`config.mk`:
```
export PLATFORM = sky130hd
export DESIGN_NAME = cfgport_top
export DESIGN_NICKNAME = d
export VERILOG_FILES = /design/src/rtl/cfgport_pkg.sv /design/src/rtl/cfg_bus_dec.sv /design/src/rtl/cfg_index_reg.sv /design/src/rtl/cfg_setup_regs.sv /design/src/rtl/cfg_read_mux.sv /design/src/rtl/cfgport_top.sv
export SDC_FILE = /design/constraint.sdc
export NUM_CORES = 1
export LEC_CHECK = 0
export ABC_CLOCK_PERIOD_IN_PS = 2650
export BUFFER_PORTS_ARGS = -buffer_cell sky130_fd_sc_hd__buf_2
export CAP_MARGIN = 10
export CORE_AREA = 2 2 83 101
export CTS_CLUSTER_DIAMETER = 100
export DETAILED_ROUTE_END_ITERATION = 16
export DIE_AREA = 0 0 85 103
export PLACE_DENSITY_LB_ADDON = 0.2
export SYNTH_ARGS = -nofsm -noshare
export SYNTH_HDL_FRONTEND = slang
export SYNTH_HIERARCHICAL = 1
export SYNTH_SLANG_ARGS = --single-unit
export TNS_END_PERCENT = 10
```
`constraint.sdc`:
```
create_clock -name clk -period 2.65 [get_ports clk]
set_input_delay 0.795 -clock clk [delete_from_list [all_inputs] [get_ports clk]]
set_output_delay 0.795 -clock clk [all_outputs]
set_load 0.1 [all_outputs]
```
`src/rtl/cfgport_pkg.sv`:
```
package cfgport_pkg;
  localparam int BYTE_W = 8;
  typedef logic [BYTE_W-1:0] byte_t;

  localparam byte_t IX_ID    = 8'h00;
  localparam byte_t IX_VER   = 8'h01;
  localparam byte_t IX_RST   = 8'h02;
  localparam byte_t IX_MTYPE = 8'h03;
  localparam byte_t IX_PAGE  = 8'h04;
  localparam byte_t IX_PER1  = 8'h05;
  localparam byte_t IX_PER2  = 8'h06;
  localparam byte_t IX_TURBO = 8'h07;
  localparam byte_t IX_PER3  = 8'h08;

  localparam byte_t PER1_DEF = 8'h01;
  localparam byte_t PER2_DEF = 8'h00;
  localparam int    PER3_W   = 6;
  localparam logic [PER3_W-1:0] PER3_DEF = 6'h10;

  localparam logic [2:0] FLAG_POR  = 3'b100;
  localparam logic [2:0] FLAG_HARD = 3'b010;
  localparam logic [2:0] FLAG_SOFT = 3'b001;

  // machine type register is open during boot or while still in config mode
  function automatic logic mtype_open(input logic rom_on, input logic [1:0] mt);
    return rom_on || (mt == 2'b00);
  endfunction

  // boot page register is open only in config mode after the overlay is off
  function automatic logic page_open(input logic rom_on, input logic [1:0] mt);
    return !rom_on && (mt == 2'b00);
  endfunction

  function automatic byte_t widen_per3(input logic [PER3_W-1:0] v);
    return {{(BYTE_W-PER3_W){1'b0}}, v};
  endfunction
endpackage

```
`src/rtl/cfg_bus_dec.sv`:
```
module cfg_bus_dec #(
  parameter int AW = 16,
  parameter logic [AW-1:0] IDX_PORT = 16'h243B,
  parameter logic [AW-1:0] DAT_PORT = 16'h253B
) (
  input  logic [AW-1:0] io_addr,
  input  logic          io_wr,
  input  logic          io_rd,
  output logic          wr_idx,
  output logic          wr_dat,
  output logic          rd_dat
);
  logic hit_idx, hit_dat;
  assign hit_idx = (io_addr == IDX_PORT);
  assign hit_dat = (io_addr == DAT_PORT);
  assign wr_idx  = io_wr && hit_idx;
  assign wr_dat  = io_wr && hit_dat;
  assign rd_dat  = io_rd && hit_dat;
endmodule

```
`src/rtl/cfg_index_reg.sv`:
```
module cfg_index_reg
  import cfgport_pkg::*;
(
  input  logic  clk,
  input  logic  por_n,
  input  logic  clr,
  input  logic  load,
  input  byte_t din,
  output byte_t idx
);
  always_ff @(posedge clk or negedge por_n) begin
    if (!por_n)    idx <= '0;
    else if (clr)  idx <= '0;
    else if (load) idx <= din;
  end
endmodule

```
`src/rtl/cfg_setup_regs.sv`:
```
module cfg_setup_regs
  import cfgport_pkg::*;
#(
  parameter int PAGE_W = 5
) (
  input  logic              clk,
  input  logic              por_n,
  input  logic              hard_rst,
  input  logic              soft_rst,
  input  logic              wr_dat,
  input  byte_t             idx,
  input  byte_t             wdata,
  output logic              rom_on,
  output logic [1:0]        mach_type,
  output logic [1:0]        timing,
  output logic [PAGE_W-1:0] boot_page,
  output byte_t             per1,
  output byte_t             per2,
  output logic [PER3_W-1:0] per3,
  output logic              turbo,
  output logic [2:0]        rst_flags,
  output logic              hard_req,
  output logic              soft_req,
  output logic              mt_acc,
  output logic              mt_blk,
  output logic              pg_acc,
  output logic              pg_blk
);
  logic wr_on, hit_rst, hit_mt, hit_pg;

  // a reset in the same cycle swallows the bus write
  assign wr_on   = wr_dat && !hard_rst && !soft_rst;
  assign hit_rst = wr_on && (idx == IX_RST);
  assign hit_mt  = wr_on && (idx == IX_MTYPE);
  assign hit_pg  = wr_on && (idx == IX_PAGE);

  assign mt_acc = hit_mt &&  mtype_open(rom_on, mach_type);
  assign mt_blk = hit_mt && !mtype_open(rom_on, mach_type);
  assign pg_acc = hit_pg &&  page_open(rom_on, mach_type);
  assign pg_blk = hit_pg && !page_open(rom_on, mach_type);

  // setup state: restored by power-on and hard reset, kept by soft reset
  always_ff @(posedge clk or negedge por_n) begin
    if (!por_n) begin
      rom_on <= 1'b1; mach_type <= '0; timing <= '0; boot_page <= '0;
      per1 <= PER1_DEF; per2 <= PER2_DEF; per3 <= PER3_DEF; turbo <= 1'b0;
    end else if (hard_rst) begin
      rom_on <= 1'b1; mach_type <= '0; timing <= '0; boot_page <= '0;
      per1 <= PER1_DEF; per2 <= PER2_DEF; per3 <= PER3_DEF; turbo <= 1'b0;
    end else begin
      if (mt_acc) begin
        timing    <= wdata[4:3];
        mach_type <= wdata[1:0];
        rom_on    <= 1'b0;
      end
      if (pg_acc) boot_page <= wdata[PAGE_W-1:0];
      if (wr_on && idx == IX_PER1)  per1  <= wdata;
      if (wr_on && idx == IX_PER2)  per2  <= wdata;
      if (wr_on && idx == IX_TURBO) turbo <= wdata[0];
      if (wr_on && idx == IX_PER3)  per3  <= wdata[PER3_W-1:0];
    end
  end

  // reset kind record and one-cycle reset requests
  always_ff @(posedge clk or negedge por_n) begin
    if (!por_n) begin
      rst_flags <= FLAG_POR;
      hard_req  <= 1'b0;
      soft_req  <= 1'b0;
    end else begin
      if (hard_rst)      rst_flags <= FLAG_HARD;
      else if (soft_rst) rst_flags <= FLAG_SOFT;
      hard_req <= hit_rst && wdata[1];
      soft_req <= hit_rst && wdata[0] && !wdata[1];
    end
  end
endmodule

```
`src/rtl/cfg_read_mux.sv`:
```
module cfg_read_mux
  import cfgport_pkg::*;
#(
  parameter byte_t MACH_ID  = 8'h0A,
  parameter byte_t CORE_VER = 8'h12
) (
  input  logic              rd_dat,
  input  byte_t             idx,
  input  logic [2:0]        rst_flags,
  input  byte_t             per1,
  input  byte_t             per2,
  input  logic [PER3_W-1:0] per3,
  input  logic              turbo,
  output byte_t             rdata
);
  byte_t sel;
  always_comb begin
    unique case (idx)
      IX_ID:    sel = MACH_ID;
      IX_VER:   sel = CORE_VER;
      IX_RST:   sel = {5'b0, rst_flags};
      IX_PER1:  sel = per1;
      IX_PER2:  sel = per2;
      IX_TURBO: sel = {7'b0, turbo};
      IX_PER3:  sel = widen_per3(per3);
      default:  sel = '0;   // write-only and unmapped indices
    endcase
  end
  assign rdata = rd_dat ? sel : '0;
endmodule

```
`src/rtl/cfgport_top.sv`:
```
module cfgport_top
  import cfgport_pkg::*;
#(
  parameter int AW = 16,
  parameter logic [AW-1:0] IDX_PORT = 16'h243B,
  parameter logic [AW-1:0] DAT_PORT = 16'h253B,
  parameter int PAGE_W = 5,
  parameter logic [7:0] MACH_ID  = 8'h0A,
  parameter logic [7:0] CORE_VER = 8'h12
) (
  input  logic              clk,
  input  logic              por_n,
  input  logic              hard_rst,
  input  logic              soft_rst,
  input  logic [AW-1:0]     io_addr,
  input  logic              io_wr,
  input  logic              io_rd,
  input  logic [7:0]        io_wdata,
  output logic [7:0]        io_rdata,
  output logic              rom_overlay_o,
  output logic              hard_req_o,
  output logic              soft_req_o,
  output logic [1:0]        mach_type_o,
  output logic [1:0]        timing_o,
  output logic [PAGE_W-1:0] boot_page_o,
  output logic [7:0]        per1_o,
  output logic [7:0]        per2_o,
  output logic [5:0]        per3_o,
  output logic              turbo_o
);
  logic wr_idx, wr_dat, rd_dat;
  byte_t idx;
  logic [2:0] rst_flags;
  logic mt_acc, mt_blk, pg_acc, pg_blk;

  cfg_bus_dec #(.AW(AW), .IDX_PORT(IDX_PORT), .DAT_PORT(DAT_PORT)) u_dec (
    .io_addr(io_addr), .io_wr(io_wr), .io_rd(io_rd),
    .wr_idx(wr_idx), .wr_dat(wr_dat), .rd_dat(rd_dat)
  );

  cfg_index_reg u_idx (
    .clk(clk), .por_n(por_n), .clr(hard_rst || soft_rst),
    .load(wr_idx), .din(io_wdata), .idx(idx)
  );

  cfg_setup_regs #(.PAGE_W(PAGE_W)) u_regs (
    .clk(clk), .por_n(por_n), .hard_rst(hard_rst), .soft_rst(soft_rst),
    .wr_dat(wr_dat), .idx(idx), .wdata(io_wdata),
    .rom_on(rom_overlay_o), .mach_type(mach_type_o), .timing(timing_o),
    .boot_page(boot_page_o), .per1(per1_o), .per2(per2_o), .per3(per3_o),
    .turbo(turbo_o), .rst_flags(rst_flags),
    .hard_req(hard_req_o), .soft_req(soft_req_o),
    .mt_acc(mt_acc), .mt_blk(mt_blk), .pg_acc(pg_acc), .pg_blk(pg_blk)
  );

  cfg_read_mux #(.MACH_ID(MACH_ID), .CORE_VER(CORE_VER)) u_rd (
    .rd_dat(rd_dat), .idx(idx), .rst_flags(rst_flags),
    .per1(per1_o), .per2(per2_o), .per3(per3_o), .turbo(turbo_o),
    .rdata(io_rdata)
  );
endmodule

```
# ---- Word level (Yosys, flattened, before mapping)
# Index checks and enable logic that the tools add are counted.
dict set report word_totals {
  ff_bits 46
  latchBits 0
  ram_bits 0
  romBits 0
  input_bits 30
  out_inout_bits 43
  n_memories 0
}
dict set report op_classes {
  n_addsub 0
  mul 0
  n_div 0
  n_lt_le_gt_ge 0
  n_eq_ne 10
  n_shift 0
  muxes 22
  bitwise_logic 0
  n_reduce_logical 34
}
# operator n
set ops {}
lappend ops {{2-to-1 mux 8 bit} 7}
lappend ops {{one-hot mux 8 bit (7 select lines)} 1}
lappend ops {{== test 16 x 14 -> 1 bit (second input constant)} 2}
lappend ops {{== test 8 x 3 -> 1 bit (second input constant)} 4}
lappend ops {{logical AND 1 bit} 18}
lappend ops {{== test 8 x 2 -> 1 bit (second input constant)} 2}
lappend ops {{nonzero test 2 bit} 8}
lappend ops {{2-to-1 mux 6 bit} 2}
lappend ops {{2-to-1 mux 5 bit} 2}
lappend ops {{== test 8 x 1 -> 1 bit (second input constant)} 1}
lappend ops {{== test 8 x 4 -> 1 bit (second input constant)} 1}
lappend ops {{logical NOT 8 bit} 1}
lappend ops {{2-to-1 mux 2 bit} 4}
lappend ops {{2-to-1 mux 3 bit} 2}
lappend ops {{logical NOT 1 bit} 4}
lappend ops {{2-to-1 mux 1 bit} 4}
lappend ops {{logical NOT 2 bit} 1}
lappend ops {{logical OR 1 bit} 2}

# ---- Depth between registers and ports, before layout
dict set report logic_depth {
  ltp_word 8
  ltp_mapped 8
  ltp_nobuf 6
}

# ---- Modules after synthesis
# Netlist, hierarchy kept.
# module instances cells_per_inst area_per_inst_um2 seq_area_each_um2
set by_module_without_submodules {}
lappend by_module_without_submodules {cfg_setup_regs 1 151 1860.5 955.9}
lappend by_module_without_submodules {cfg_read_mux 1 54 370.4 0.0}
lappend by_module_without_submodules {cfg_index_reg 1 26 325.3 200.2}
lappend by_module_without_submodules {cfg_bus_dec 1 8 70.1 0.0}
lappend by_module_without_submodules {cfgport_top 1 1 6.3 0.0}

# ---- Least setup slack after synthesis
# No wires, ideal clock.
dict set report synth_path {
  kind {in2out}
  from {in io_addr[12]}
  to {out io_rdata[6]}
  arrival_time_ns 3.676
  required_ns 1.855
  setup_slack_ns -1.821
  stages 5
  path_cell_list {and4bb_1 and4_1 and3_1 o2111ai_4 nor3_1}
}
dict set report synth_between {
  elab_chain_len 3
}
# element line_no
set synth_rtl {}
lappend synth_rtl {{from (decl)} cfgport_top.sv:15} ;# input logic [AW-1:0] io_addr,
lappend synth_rtl {{== test 16 x 14 -> 1 bit} cfg_bus_dec.sv:15} ;# assign hit_dat = (io_addr == DAT_PORT);
lappend synth_rtl {{logical AND 1 bit} cfg_bus_dec.sv:18} ;# assign rd_dat = io_rd && hit_dat;
lappend synth_rtl {{via rd_dat} cfgport_top.sv:31} ;# logic wr_idx, wr_dat, rd_dat;
lappend synth_rtl {{2-to-1 mux 8 bit} cfg_read_mux.sv:29} ;# assign rdata = rd_dat ? sel : '0;
lappend synth_rtl {{to (decl)} cfgport_top.sv:19} ;# output logic [7:0] io_rdata,
# The timed path passes the listed nets, and every way through them passes these cells.

# ---- Final worst setup path
dict set report layout_path {
  from {in io_addr[11]}
  to {out io_rdata[1]}
}
# The elaborated chain is that of the path after synthesis.

==> impl_metrics.py <==
metrics = {
    "status": {
        "status": "finished with violations",
        "violations": "negative setup slack",
    },
    "logic_synthesis": {
        "synthesis.nets": 267,
        "syn_inst": 237,
        "syn_area_per_cell_sq_um": 11.0,
        "ys_warn_count": 6,
        "netlist_area_sq_um": 2620,
    },
    "timing": {
        "tightest_slew_ns": 0.543,
        "period_minus_slack_ns": 3.02,
        "setup_viol": 8,
        "slew_violations": 0,
        "timing.setup.tns_ns": -2.81,
        "hold_violations": 0,
        "holdWs_ns": 0.469,
        "skew_ns": 0.00320,
        "rsz0062_at_grt": "yes",
        "finalCritPeriodShare": 1.14,
        "setup_ws_ns": -0.372,
        "max_clock_freq_ghz": 0.331,
        "slew-limit-headroom": 0.638,
    },
    "route": {
        "drtIter0Drc": 120,
        "drt-vias-per-instance": 5.04,
        "drt_wl_total_um": 6980,
        "post_drt_wl_per_cell_um": 16.9,
        "drcViolationCount": 0,
        "vias": 2088,
        "first_pass_iters": 4,
        "ant_nets": 0,
    },
    "floorplanning": {
        "ios": 73,
        "start_util": 0.332,
        "die_h_um": 103,
        "die_area_sq_um": 8760,
        "core_area_sq_um": 7880,
        "row_count": 36,
        "fp.dieW_um": 85,
    },
    "global_routing": {
        "grt_pass1_vias": 2156,
        "grt_max_degree": 48,
        "globalRoute.totalOverflow": 0,
        "track_usage": 0.167,
        "antenna_found_initial": 0,
        "grt_pass1_wl_um": 11400,
    },
    "worst_hold_path": {
        "hp-class": "input pin to asynchronous set/reset pin",
    },
    "placement": {
        "place_hpwl_um": 5260,
        "gp_congestion": 0.828,
        "pre_cts_slack_ns": -0.466,
        "io_buffers": 72,
        "dp.cells": 406,
    },
    "pwr": {
        "p_per_area_nw_per_um2": 407,
        "p_leak_nw": 1.73,
        "vdd_ir_drop_max_uv": 253,
    },
    "clock_network": {
        "clock_latency_ns": 0.29,
        "cts.sinks": 46,
        "path_clk_slew_ns": 0.09,
        "cts_hold_buf": 0,
        "cts_made_buffers": 5,
        "cts_tree": "built",
        "cts_setup_buffers": 0,
        "clock_path_buffers": 2,
        "cts_max_level": 2,
        "clockRootBuffer": "clkbuf_8",
    },
    "layout": {
        "fin_util": 0.441,
        "fin_cells": 414,
        "layout_commonest_cell": "buf_2",
        "area_growth_pct": 32.8,
        "final_nets": 348,
        "fill_cells": 739,
        "seqCellArea_sq_um": 1160,
        "multi_input_area_sq_um": 1400,
        "drive_gt1_frac": 0.426,
        "layout_common_cells": "61 x buf_2, 42 x dfrtp_1, 41 x mux2i_1",
        "antennaDiodeCount": 0,
    },
    "flow_run": {
        "drv.max_cap_violation_count": 0,
    },
    "setup_path": {
        "crit_start": "io_addr[11]",
        "start_kind": "input pin",
        "worst_ep_arrival_time_ns": 2.23,
        "crit_type": "input pin to output port",
        "crit_path_end_kind": "output port",
        "r2r-start": "u_idx/idx[0]",
        "cp_max_fo": 8,
        "cp_data_required_time_ns": 1.86,
    },
}
-- layout make-up --
cell class	count	area share
repair buffers	88	0.185
clock inverters	3	0.0198
flip-flops and latches	46	0.333
multi-input cells	173	0.404
inverters	4	0.00432
clock buffers	5	0.0198
well taps	95	0.0342
-- where the power goes --
part | total [mW] | switching [mW] | leakage [nW] | internal [mW]
Combinational | 0.0848 | 0.0472 | 1.04 | 0.0376
Clock | 0.626 | 0.248 | 0.0683 | 0.378
Sequential | 0.705 | 0.00112 | 0.624 | 0.704
-- path summary, 6_finish.rpt --
path / cells past startpoint / slack [ns] / to
max: 7 / -0.37 / io_rdata[1]
min: 1 / 0.47 / u_regs/boot_page[3]
max reg2reg: 4 / 0.79 / u_regs/per3[5]
min reg2reg: 1 / 0.50 / u_regs/rst_flags[1]
max in group asynchronous: 2 / 1.57 / u_regs/per1[0]
min in group clk: 1 / 0.50 / u_regs/rst_flags[1]
-- repair_timing --
action | 4_1_cts | 5_1_grt
endpoints found under the hold margin | 0 | 0
resized for setup | 4 | 0
pin swaps | 7 | 1
cloned | 0 | 0
setup endpoints to repair | 8 | 8
-- critical path: stages --
cell and delay, ns:
buf_6 0.08, and4bb_1 0.24, and4_1 0.22, and3_4 0.19
o2111ai_4 0.24, a21oi_2 0.26, buf_12 0.20
-- metal layers --
metal  global-route usage  routed length [um]  vias to the layer above
met5                    0                   0                        -
met4               0.0391                  41                        0
met3               0.0280                 251                        2
met2                0.303                3690                       47
met1                0.207                3000                     1033
li1                     -                   -                     1006
-- state kept, by name, summed over array words and instances, names as in the netlist --
name,flops
u_regs/turbo,1
u_regs/soft_req,1
u_regs/rom_on,1
u_regs/rst_flags,3
u_idx/idx,8
u_regs/per2,8
u_regs/mach_type,2
u_regs/timing,2
u_regs/hard_req,1
u_regs/boot_page,5
u_regs/per3,6
u_regs/per1,8
-- through the flow --
stage / total power [mW] / cell area (sq um)
3_3_place_gp: 0.803 / 3310
6_report: 1.42 / 3480
3_5_place_dp: 0.803 / 3310
2_1_floorplan: 0.750 / 2660
4_1_cts: 1.44 / 3480
5_1_grt: 1.48 / 3480
Power figures use the tool's default switching activity.
